<file path="config.mk">
export PLATFORM = sky130hd
export DESIGN_NAME = sv32_walker
export DESIGN_NICKNAME = d
export VERILOG_FILES = /design/src/rtl/sv32w_pkg.sv /design/src/rtl/sv32w_arb.sv /design/src/rtl/sv32w_pte_eval.sv /design/src/rtl/sv32_walker.sv
export SDC_FILE = /design/constraint.sdc
export NUM_CORES = 1
export LEC_CHECK = 0
export CORE_MARGIN = 2
export CORE_UTILIZATION = 39
export DETAILED_ROUTE_END_ITERATION = 8
export PLACE_DENSITY = 0.87
export REMOVE_ABC_BUFFERS = 1
export SLEW_MARGIN = 40
export SYNTH_ARGS = -nofsm -noshare
export SYNTH_HDL_FRONTEND = slang
export SYNTH_SLANG_ARGS = --single-unit
</file>
<file path="constraint.sdc">
create_clock -name clk_i -period 4.23 [get_ports clk_i]
set_clock_uncertainty 0.2 [all_clocks]
set_input_delay 0.6345 -clock clk_i [delete_from_list [all_inputs] [get_ports clk_i]]
set_output_delay 0.6345 -clock clk_i [all_outputs]
set_load 0.005 [all_outputs]
</file>
<file path="src/rtl/sv32w_pkg.sv">
package sv32w_pkg;
  localparam int VA_W   = 32;
  localparam int VPN_W  = 10;
  localparam int PPN_W  = 22;
  localparam int OFF_W  = 12;
  localparam int PA_W   = PPN_W + OFF_W;
  localparam int PTE_W  = 32;

  localparam int B_V = 0;
  localparam int B_R = 1;
  localparam int B_W = 2;
  localparam int B_X = 3;
  localparam int PPN_LSB = 10;

  typedef enum logic [1:0] {ACC_FETCH, ACC_LOAD, ACC_STORE} acc_e;

  typedef enum logic [2:0] {
    ST_IDLE, ST_L1_REQ, ST_L1_WAIT, ST_L0_REQ, ST_L0_WAIT, ST_LEAF, ST_FAULT
  } walk_st_e;

  function automatic logic perm_ok(acc_e acc, logic r, logic w, logic x);
    case (acc)
      ACC_FETCH: return x;
      ACC_LOAD:  return r;
      default:   return w;
    endcase
  endfunction
endpackage

</file>
<file path="src/rtl/sv32w_arb.sv">
module sv32w_arb
  import sv32w_pkg::*;
(
  input  logic            en_i,
  input  logic            imiss_i,
  input  logic [VA_W-1:0] iva_i,
  input  logic            dmiss_i,
  input  logic [VA_W-1:0] dva_i,
  input  logic            dstore_i,
  output logic            start_o,
  output logic            side_d_o,
  output acc_e            acc_o,
  output logic [2*VPN_W-1:0] vpn_o
);
  logic unused_off;
  assign unused_off = ^{iva_i[OFF_W-1:0], dva_i[OFF_W-1:0]};

  // data side wins a tie; instruction miss stays pending
  assign start_o  = en_i & (imiss_i | dmiss_i);
  assign side_d_o = dmiss_i;
  assign acc_o    = dmiss_i ? (dstore_i ? ACC_STORE : ACC_LOAD) : ACC_FETCH;
  assign vpn_o    = dmiss_i ? dva_i[VA_W-1:OFF_W] : iva_i[VA_W-1:OFF_W];
endmodule

</file>
<file path="src/rtl/sv32w_pte_eval.sv">
module sv32w_pte_eval
  import sv32w_pkg::*;
(
  input  logic [PTE_W-1:0] pte_i,
  output logic             bad_o,
  output logic             leaf_o,
  output logic             misalign_o
);
  logic unused_bits;
  assign unused_bits = ^pte_i[PPN_LSB-1:4];

  assign bad_o      = ~pte_i[B_V] | (~pte_i[B_R] & pte_i[B_W]);
  assign leaf_o     = pte_i[B_R] | pte_i[B_X];
  assign misalign_o = |pte_i[PPN_LSB+VPN_W-1:PPN_LSB];
endmodule

</file>
<file path="src/rtl/sv32_walker.sv">
module sv32_walker
  import sv32w_pkg::*;
(
  input  logic               clk_i,
  input  logic               rst_ni,
  input  logic               paging_en_i,
  input  logic [PPN_W-1:0]   root_ppn_i,
  input  logic               imiss_i,
  input  logic [VA_W-1:0]    iva_i,
  input  logic               dmiss_i,
  input  logic [VA_W-1:0]    dva_i,
  input  logic               dstore_i,
  output logic               mem_req_o,
  output logic [PA_W-1:0]    mem_addr_o,
  input  logic               mem_gnt_i,
  input  logic               mem_rvalid_i,
  input  logic [PTE_W-1:0]   mem_rdata_i,
  output logic               active_o,
  output logic               ifill_o,
  output logic               dfill_o,
  output logic               ifault_o,
  output logic               dfault_o,
  output logic [2*VPN_W-1:0] fill_vpn_o,
  output logic [PPN_W-1:0]   fill_ppn_o,
  output logic               fill_super_o
);
  localparam int VPNF_W = 2 * VPN_W;

  walk_st_e st_q, st_d;
  logic start, side_d_w, side_d_q, super_q;
  acc_e acc_w, acc_q;
  logic [VPNF_W-1:0] vpn_w, vpn_q;
  logic [PPN_W-1:0]  ppn_q;
  logic [2:0]        rwx_q;
  logic pte_bad, pte_leaf, pte_misal, leaf_ok, fill, fault;

  sv32w_arb u_arb (
    .en_i(paging_en_i), .imiss_i(imiss_i), .iva_i(iva_i),
    .dmiss_i(dmiss_i), .dva_i(dva_i), .dstore_i(dstore_i),
    .start_o(start), .side_d_o(side_d_w), .acc_o(acc_w), .vpn_o(vpn_w)
  );

  sv32w_pte_eval u_eval (
    .pte_i(mem_rdata_i), .bad_o(pte_bad), .leaf_o(pte_leaf), .misalign_o(pte_misal)
  );

  always_comb begin
    st_d = st_q;
    case (st_q)
      ST_IDLE:    if (start) st_d = ST_L1_REQ;
      ST_L1_REQ:  if (mem_gnt_i) st_d = ST_L1_WAIT;
      ST_L1_WAIT: if (mem_rvalid_i) begin
        if (pte_bad)       st_d = ST_FAULT;
        else if (pte_leaf) st_d = pte_misal ? ST_FAULT : ST_LEAF;
        else               st_d = ST_L0_REQ;
      end
      ST_L0_REQ:  if (mem_gnt_i) st_d = ST_L0_WAIT;
      ST_L0_WAIT: if (mem_rvalid_i) st_d = (pte_bad || !pte_leaf) ? ST_FAULT : ST_LEAF;
      ST_LEAF:    st_d = leaf_ok ? ST_IDLE : ST_FAULT;
      default:    st_d = ST_IDLE;
    endcase
  end

  always_ff @(posedge clk_i or negedge rst_ni) begin
    if (!rst_ni) begin
      st_q     <= ST_IDLE;
      side_d_q <= 1'b0;
      acc_q    <= ACC_FETCH;
      vpn_q    <= '0;
      ppn_q    <= '0;
      rwx_q    <= '0;
      super_q  <= 1'b0;
    end else begin
      st_q <= st_d;
      if (st_q == ST_IDLE && start) begin
        side_d_q <= side_d_w;
        acc_q    <= acc_w;
        vpn_q    <= vpn_w;
        super_q  <= 1'b0;
      end
      if ((st_q == ST_L1_WAIT || st_q == ST_L0_WAIT) && mem_rvalid_i) begin
        ppn_q   <= mem_rdata_i[PTE_W-1:PPN_LSB];
        rwx_q   <= {mem_rdata_i[B_X], mem_rdata_i[B_W], mem_rdata_i[B_R]};
        super_q <= (st_q == ST_L1_WAIT);
      end
    end
  end

  always_comb begin
    mem_req_o  = 1'b0;
    mem_addr_o = '0;
    if (st_q == ST_L1_REQ) begin
      mem_req_o  = 1'b1;
      mem_addr_o = {root_ppn_i, vpn_q[VPNF_W-1:VPN_W], 2'b00};
    end else if (st_q == ST_L0_REQ) begin
      mem_req_o  = 1'b1;
      mem_addr_o = {ppn_q, vpn_q[VPN_W-1:0], 2'b00};
    end
  end

  assign leaf_ok      = perm_ok(acc_q, rwx_q[0], rwx_q[1], rwx_q[2]);
  assign fill         = (st_q == ST_LEAF) && leaf_ok;
  assign fault        = (st_q == ST_FAULT);
  assign active_o     = (st_q != ST_IDLE);
  assign ifill_o      = fill & ~side_d_q;
  assign dfill_o      = fill & side_d_q;
  assign ifault_o     = fault & ~side_d_q;
  assign dfault_o     = fault & side_d_q;
  assign fill_vpn_o   = vpn_q;
  assign fill_super_o = super_q;
  assign fill_ppn_o   = super_q ? {ppn_q[PPN_W-1:VPN_W], vpn_q[VPN_W-1:0]} : ppn_q;

  a_r13_hold_req: assert property (@(posedge clk_i) disable iff (!rst_ni)
    (mem_req_o && !mem_gnt_i) |=> (mem_req_o && $stable(mem_addr_o)));

  a_r13_one_out: assert property (@(posedge clk_i) disable iff (!rst_ni)
    (mem_req_o && mem_gnt_i) |=> !mem_req_o);

  a_r10_one_result: assert property (@(posedge clk_i) disable iff (!rst_ni)
    $onehot0({ifill_o, dfill_o, ifault_o, dfault_o}));

  a_r10_idle_after: assert property (@(posedge clk_i) disable iff (!rst_ni)
    (ifill_o || dfill_o || ifault_o || dfault_o) |=> !active_o);

  a_r2_no_start: assert property (@(posedge clk_i) disable iff (!rst_ni)
    (!active_o && !paging_en_i) |=> !active_o);

  a_r9_super_ppn: assert property (@(posedge clk_i) disable iff (!rst_ni)
    ((ifill_o || dfill_o) && fill_super_o) |-> (fill_ppn_o[VPN_W-1:0] == fill_vpn_o[VPN_W-1:0]));
endmodule

</file>
# Yosys cells after proc, flatten, opt, wreduce, memory -nomap -nowiden
# Cells that the tools add are included.
# word_totals
inputBits	126
register_bits	52
# classes
n_bitwise	12
n_reduce_logical	12
mux	22
eq_ne	12
# op_table
cell	n
$mux W34	2
$mux W3	8
$mux W20	1
$pmux W3 S6	1
$mux W10	1
$ne A2 B2 Y1 const B	5
$reduce_or A10 Y1	1
$eq A3 B3 Y1 const B	3
$mux W2	4
$and A1 B1 Y1	6
$eq A3 B2 Y1 const B	2
$reduce_and A5 Y1	1
$mux W1	4
$eq A3 B1 Y1 const B	1
$logic_and A1 B1 Y1	3
$logic_not A3 Y1	1
$not A1 Y1	3
$or A1 B1 Y1	3
$reduce_bool A3 Y1	1
$eq A2 B1 Y1 const B	1
$logic_not A2 Y1	1
$logic_or A1 B1 Y1	2
$pmux W1 S2	1
$reduce_bool A2 Y1	1
$logic_not A1 Y1	1

# Logic depth before layout (Yosys ltp)
# Gate-level depths: netlist (run 1).
# depth
word_depth	7
ltp_mapped	6

# Cells and area by module
# A second synthesis (run 1) with hierarchy kept.
# hier_totals
cells_unflattened	289
hier_area_um2	3316.9
# by_module_without_submodules
module	seq_area_each_um2	area_each_um2	cells_each	instances
sv32_walker	1301.2	3005.4	256	1
sv32w_arb	0.0	275.3	26	1
sv32w_pte_eval	0.0	36.3	7	1

# Least setup slack after synthesis (run 1)
# No wires, ideal clock.
# synth_path
path_kind	register to output
start	register super_q (netlist: fill_super_o)
end	output port fill_ppn_o[0]
required_time_ps	3395
path_stages_with_launch	3
n_path_buf	1
path_slack_ps	2318
t_arrival_ps	1077
path_cell_list	dfrtp_1 > clkbuf_1 > mux2_2
# synth_via
elab_chain_cells	1
# synth_rtl
element	line	rtl
start, declared	sv32_walker.sv:30	logic start, side_d_w, side_d_q, super_q;
start signal, assigned	sv32_walker.sv:84	super_q <= (st_q == ST_L1_WAIT);
$mux W10	sv32_walker.sv:111	assign fill_ppn_o = super_q ? {ppn_q[PPN_W-1:VPN_W], vpn_q[VPN_W-1:0]} : ppn_q;
end, declared	sv32_walker.sv:24	output logic [PPN_W-1:0] fill_ppn_o,
# No other way between the ends.

# Worst setup path after layout (run 1)
# layout_path
start	register st_q[0]
end	output port mem_addr_o[7]
# layout_via
elab_chain_cells	3
word_cells_on_any_way	4
classes_between	2 x eq/ne; 2 x mux
# layout_rtl
element	line	rtl
start, declared	sv32_walker.sv:29	walk_st_e st_q, st_d;
start signal, assigned	sv32_walker.sv:74	st_q <= st_d;
$eq A3 B2 Y1	sv32_walker.sv:95	end else if (st_q == ST_L0_REQ) begin
$mux W34	sv32_walker.sv:95	
$mux W34 (*)	sv32_walker.sv:92	if (st_q == ST_L1_REQ) begin
end, declared	sv32_walker.sv:14	output logic [PA_W-1:0] mem_addr_o,
# Every way passes the cells marked *; elsewhere a longest branch is shown, timed or not.

==> results.md, run 1 <==
* Synth top area share at 42.2%
* WL per Instance at 15.2 µm
* Port-buffer cells at 176
* Grt total ovfl at 0
* CTS tree: built
* Top Metal Used: met4
* Synthesized flop and latch total at 52
* Critical Path RT at 3400 ps
* Slowest cell on crit path: dfrtp_1
* Post-Synthesis Cells at 302
* Unrepaired setup endpoints after global routing: false
* Initial antenna violation count at 0
* Worst EP arrival at 2470 ps
* Max Clk Rate at 302 MHz
* Setup Fix Bufs, Post-CTS at 0
* Largest net degree at the start of global routing at 53
* Metal2 WL at 4300 µm
* Area contributors post-synth: dfrtp_1 (42%), mux2i_1 (17%), mux2_1 (6.9%)
* Post-synth top area cell: dfrtp_1
* Min cycle time layout at 3310 ps
* Hold Fails Final Rpt at 0
* Switching Fraction at 35.1%
* Family with the most delay on the worst path: buffers and inverters
* Leakage at 2.00 nW
* Die width at 92.9 µm
* Fin. max-slew vios at 0
* Worst Tran Pin Value at 680 ps
* Synth warnings at 0
* CP Cell Sequence: nand2_1, buf_4, nor2_1, clkdlybuf4s50_1
* Met3 WL at 759 µm
* Relative slew slack at 54.6%
* Startpoint class of the critical path: flop
* TritonCTS buffer count at 5
* WP buf/inv at 2
* H-tree levels at 2
* DIE AREA at 8630 µm²
* Via count at 2800
* Metal-1 WL at 3350 µm
* TritonRoute pass-1 iters at 4
* Reg clk slew, reported paths at 100 ps
* Fraction of layout instances using a drive strength above 1 at 7.42%
* Count leader, synth: nor2_1
* Final wirelength at 8520 µm
* Post-synth cell types at 37
* Vias in the first global route at 2954
* CTS resizes at 0
* Cts hold-fix bufs at 0
* Worst path max stage delay at 560 ps
* ANT nets after route at 0
* Global-route usage over all layers at 20.1%
* Avg Cell Area, Syn at 10.2 µm²
* # DRC at 0
* Clock Sinks at 52
* Internal at 1.94 mW
* Post-synthesis sequential area ratio at 42.2%
* Fillers at 617
* Die H at 92.9 µm
* Clock root cell: clkbuf_8
* Synth-to-Final Area Change at 58.8%
* Worst Hold Class: in2async
* DR iter-0 viols at 50
* Clk_lat worst skew at 310 ps
* Endpoints failing setup at 0
* CP endpoint kind: output pin
* Final HPWL DP at 6280 µm
* NumNets Final at 583
* Ant. Diodes at 0
* Pwr dens at 612 nW/µm²
* Fin Setup TNS at 0 ps
* Status: complete, no violations
* Number of synthesized flops with an enable pin at 0
* Placeable Area at 7690 µm²
* Commonest cells post-synth: nor2_1 (57), dfrtp_1 (52), mux2i_1 (52), a21oi_1 (22), mux2_1 (19)
* CTS Buffer Depth at 2
* Reg power frac at 35.1%
* Period utilisation layout at 78.2%
* I/O pin total at 209
* First-pass GRT wire length at 13900 µm
* Clock power share at 9.8%
* Num rows at 32
* VDD IR-drop max at 0.309 mV
* Ys async rst share at 100%
* Max Cap Viol at 0
* Switching Power at 1.05 mW
* DR vias/cell at 5.00
* Primary FF master, synth: dfrtp_1
* Critical path type: reg2out
* Combinational share of power at 55.1%
* Post-Syn Area at 3080 µm²
* Initial Util at 40.1%
* RD Place Congestion at 0.825
* Fin Hold WS at 233 ps
* Worst-path fanout max at 20
[power by group through the flow]
stage	logic, mW	registers (mW)	clock network, mW
3_3_place_gp	1.62	1.05	0
5_1_grt	1.80	1.10	0.321
4_1_cts	1.66	1.05	0.304
6_report	1.65	1.05	0.293
3_5_place_dp	1.65	1.06	0
2_1_floorplan	0.738	0.990	0
[cell type report]
class	instances	area (µm²)	area share [%]
timing repair buffer	180	1790	36.7
multi-input combinational	215	1560	31.9
sequential	52	1310	26.7
tap	102	128	2.61
clock buffer	7	86.3	1.76
inverter	3	11.3	0.230
clock inverter	1	7.51	0.153
[metal layers]
| metal | up-vias | track usage [%] |
|---|---|---|
| met5 | - | 0 |
| met4 | 0 | 5.02 |
| met3 | 9 | 6.43 |
| met2 | 120 | 36.7 |
| met1 | 1332 | 22.5 |
| li1 | 1339 | - |
[kinds of logic after synthesis]
| kind of cell | after synthesis | share of synthesized area (%) |
|---|---|---|
| flops | 52 | 42.2 |
| compound gates | 42 | 8.36 |
| buf+inv | 36 | 7.22 |
| simple gates | 83 | 12.1 |
| other cells | 1 | 0.122 |
| mux | 88 | 30.0 |
[per-stage QoR]
step           setup slack (ps)  utilization, %  std cells  area [µm²]  power (mW)
3_5_place_dp               1280            62.3        551        4790        2.71
3_3_place_gp               1320            62.2        551        4780        2.67
2_1_floorplan              1270               -        270        2880        1.73
4_1_cts                     904            63.5        559        4880        3.02
5_1_grt                     793            63.7        560        4890        3.22
6_report                    922            63.7        560        4890        2.99
[path summary, 6_finish.rpt]
| path | depth (start not counted) | startpoint | end | slack [ps] |
|---|---|---|---|---|
| worst max-delay path | 4 | st_q[0]$_DFFE_PN0P_ | mem_addr_o[7] | 920 |
| worst min-delay path | 2 | rst_ni | fill_vpn_o[10]$_DFFE_PN0P_ | 230 |
| worst max register to register | 4 | st_q[1]$_DFFE_PN0P_ | fill_super_o$_DFFE_PN0P_ | 1770 |
| worst min register to register | 1 | rwx_q[2]$_DFFE_PN0P_ | rwx_q[2]$_DFFE_PN0P_ | 300 |
| min in group clk_i | 1 | rwx_q[2]$_DFFE_PN0P_ | rwx_q[2]$_DFFE_PN0P_ | 300 |
| max in group asynchronous | 2 | rst_ni | st_q[1]$_DFFE_PN0P_ | 3110 |
[registers in the layout (all words and copies together) (netlist names)]
signal and count:
fill_super_o 1, acc_q 2, fill_vpn_o 20, rwx_q 3, st_q 3, side_d_q 1
ppn_q 22
[cell usage in the layout (no fill, tap or decap), types with 3 or more instances in the layout]
| cell | count |
|---|---|
| clkdlybuf4s50_1 | 175 |
| nor2_1 | 57 |
| mux2i_1 | 52 |
| dfrtp_1 | 51 |
| a21oi_1 | 22 |
| mux2_1 | 19 |
| mux2_2 | 17 |
| o21ai_0 | 7 |
| nand2_1 | 6 |
| clkbuf_8 | 6 |
| nand2b_1 | 5 |
| inv_1 | 3 |
| nor4_1 | 3 |
| buf_4 | 3 |
[worst reg2reg max path: cells and delay by family, from the launching register on]
kind,cells,cell delay [ps]
compound gates,1,200
flops,1,750
simple gates,3,1200
(Power assumes the default switching activity.)
==> inputs of run 2 (changes only) <==
- CORE_UTILIZATION: 39 -> 36
- PLACE_DENSITY: 0.87 -> 0.81
- clock period: 4.23 -> 3.42 ns (I/O delays scaled with it)
==> run 2 against run 1 <==
Die area rose by 8.0%. Worst hold slack improved by 67 ps. Clock power rose by 23%. Final cell count rose by 1.3%. Critical endpoint is now mem_addr_o[33]. Highest routed layer unchanged.
==> results.md, run 2 (synthesized netlist as in run 1, its figures left out) <==
* CTS resizes at 0 (unchanged)
* I/O pin total at 209 (unchanged)
* Switching Power at 1.31 mW (+25%)
* Final HPWL DP at 6870 µm (+9.4%)
* RR Startpoint: st_q[1]$_DFFE_PN0P_
* Worst-path fanout max at 16 (-20%)
* Port-buffer cells at 176 (unchanged)
* RD Place Congestion at 0.823 (-0.19%)
* Final wirelength at 9090 µm (+6.6%)
* Min cycle time layout at 3110 ps
* Max Cap Viol at 0 (unchanged)
* Reg clk slew, reported paths at 80 ps (-20 ps)
* Combinational share of power at 56.5% (+1.4 points)
* NumNets Final at 587 (+0.69%)
* Relative slew slack at 54.0% (-0.58 points)
* Placeable Area at 8260 µm² (+7.4%)
* Via count at 2868 (+2.4%)
* Fin Setup TNS at 0 ps (unchanged)
* Hold Path Sink: rwx_q[2]$_DFFE_PN0P_
* DIE AREA at 9320 µm² (+8.0%)
* Power Total at 3.74 mW (+25%)
* Fraction of layout instances using a drive strength above 1 at 7.79% (+0.37 points)
* Worst path max stage delay at 520 ps (-40 ps)
* Post-placement cell count at 558 (+1.3%)
* DR iter-0 viols at 88 (+76%)
* Fin. max-slew vios at 0 (unchanged)
* DR vias/cell at 5.06 (+1.2%)
* Worst EP arrival at 2390 ps (-80 ps)
* Reg power frac at 33.9% (-1.2 points)
* Clock root cell: clkbuf_8
* CP Cell Sequence: inv_1, nand2_1, buf_4, nor2_1, clkdlybuf4s50_1
* TritonRoute pass-1 iters at 4 (unchanged)
* Synth-to-Final Area Change at 60.0%
* Initial Util at 37.3% (-2.8 points)
* Period utilisation layout at 90.9%
* Die width at 96.5 µm (+3.9%)
* Ant. Diodes at 0 (unchanged)
* Clk_lat worst skew at 300 ps (about the same)
* Reg with most FFs: ppn_q
* Critical Path RT at 2710 ps (-690 ps)
* Clock power share at 9.6% (-0.2 points)
* Die H at 96.5 µm (+3.9%)
* Cts hold-fix bufs at 1 (+1)
* Startpoint class of the critical path: flop
* CTS tree: built
* Filler-free cell count of the finished design at 567 (+1.3%)
* WHS Path Cells at 1
* Max FFs per register at 22 (unchanged)
* Worst reg-to-reg setup slack at 990 ps (-780 ps)
* Worst Hold Class: reg2reg
* Initial antenna violation count at 0 (unchanged)
* Slowest cell on crit path: clkdlybuf4s50_1
* Reg2Reg Depth at 4 (unchanged)
* Util after Layout at 59.7% (-3.9 points)
* Critical path type: reg2out
* Endpoints failing setup at 0 (unchanged)
* TritonCTS buffer count at 5 (unchanged)
* Hold Fails Final Rpt at 0 (unchanged)
* Switching Fraction at 35.1% (+0.056 points)
* RR Endpoint: rwx_q[0]$_DFFE_PN0P_
* Worst Hold Launch: rwx_q[2]$_DFFE_PN0P_
* ANT nets after route at 0 (unchanged)
* Family with the most delay on the worst path: buffers and inverters
* Most common cell after layout, fill and taps aside: clkdlybuf4s50_1
* Clock Sinks at 52 (unchanged)
* Global-route usage over all layers at 19.6% (-0.45 points)
* Worst Tran Pin Value at 688 ps (+8.70 ps)
* Setup Fix Bufs, Post-CTS at 0 (unchanged)
* Pwr dens at 758 nW/µm² (+24%)
* H-tree levels at 2 (unchanged)
* Leakage at 2.03 nW (+1.1%)
* WP buf/inv at 3 (+1)
* Max Clk Rate at 322 MHz
* Largest net degree at the start of global routing at 46 (-13%)
* Commonest non-fill, non-tap cells in the layout: clkdlybuf4s50_1 (175), nor2_1 (57), mux2i_1 (52)
* Unrepaired setup endpoints after global routing: false
* First-pass GRT wire length at 14000 µm (+0.95%)
* Internal at 2.43 mW (+25%)
* Fillers at 717 (+16%)
* Vias in the first global route at 2909 (-1.5%)
* CP endpoint kind: output pin
* Grt total ovfl at 0 (unchanged)
* CTS Buffer Depth at 2 (unchanged)
* VDD IR-drop max at 0.350 mV (+13%)
* Num rows at 33 (+3.1%)
* WL per Instance at 16.0 µm (+5.3%)
* Status: complete, no violations
* # DRC at 0 (unchanged)
## run 2: how the worst max path moves through the flow
stage | slack, ps | cells after the start | start | endpoint
3_3_place_gp | 690 | 4 | st_q[0]$_DFFE_PN0P_ | mem_addr_o[10]
4_1_cts | 320 | 5 | st_q[2]$_DFFE_PN0P_ | mem_addr_o[33]
2_1_floorplan | 460 | 3 | st_q[1]$_DFFE_PN0P_ | ppn_q[0]$_DFFE_PN0P_
3_5_place_dp | 650 | 5 | st_q[2]$_DFFE_PN0P_ | mem_addr_o[33]
5_1_grt | 120 | 5 | st_q[2]$_DFFE_PN0P_ | mem_addr_o[33]
6_report | 310 | 5 | st_q[2]$_DFFE_PN0P_ | mem_addr_o[33]
## run 2: per-stage QoR
stage                     hold WS [ps]  worst slack (ps)  cell area, µm²
after floorplan                   17.4               462            2880
after global placement             270               689            4830
after detailed placement           286               645            4830
after CTS                          306               316            4930
after global routing               330               122            4930
final                              299               312            4930
## run 2: final cells by class
type,instances,area [µm²],share of cell area (%)
timing repair buffer,184,1830,37.2
clock buffer,8,90.1,1.83
tap,105,131,2.66
multi-input combinational,215,1560,31.7
inverter,3,11.3,0.228
sequential,52,1300,26.4
## run 2: worst register-to-register path, stage by stage, from the launching register on
cell and delay (ps):
dfrtp_2 810, nand2_1 270, a21oi_4 480, buf_12 220, mux2_2 340
## run 2: routing by layer
| metal | track usage, % | part of all wire [%] | vias up |
|---|---|---|---|
| met5 | 0 | 0 | - |
| li1 | - | - | 1349 |
| met2 | 34.0 | 49 | 143 |
| met3 | 7.37 | 11 | 18 |
| met1 | 22.0 | 38 | 1358 |
| met4 | 7.04 | 2.4 | 0 |
## run 2: power by group through the flow
stage / Sequential [mW] / Clock [mW] / Combinational (mW)
floorplan: 1.22 / 0 / 0.913
finish: 1.27 / 0.360 / 2.11
detailed placement: 1.28 / 0 / 2.12
global route: 1.32 / 0.405 / 2.31
global placement: 1.26 / 0 / 2.08
CTS: 1.27 / 0.373 / 2.14
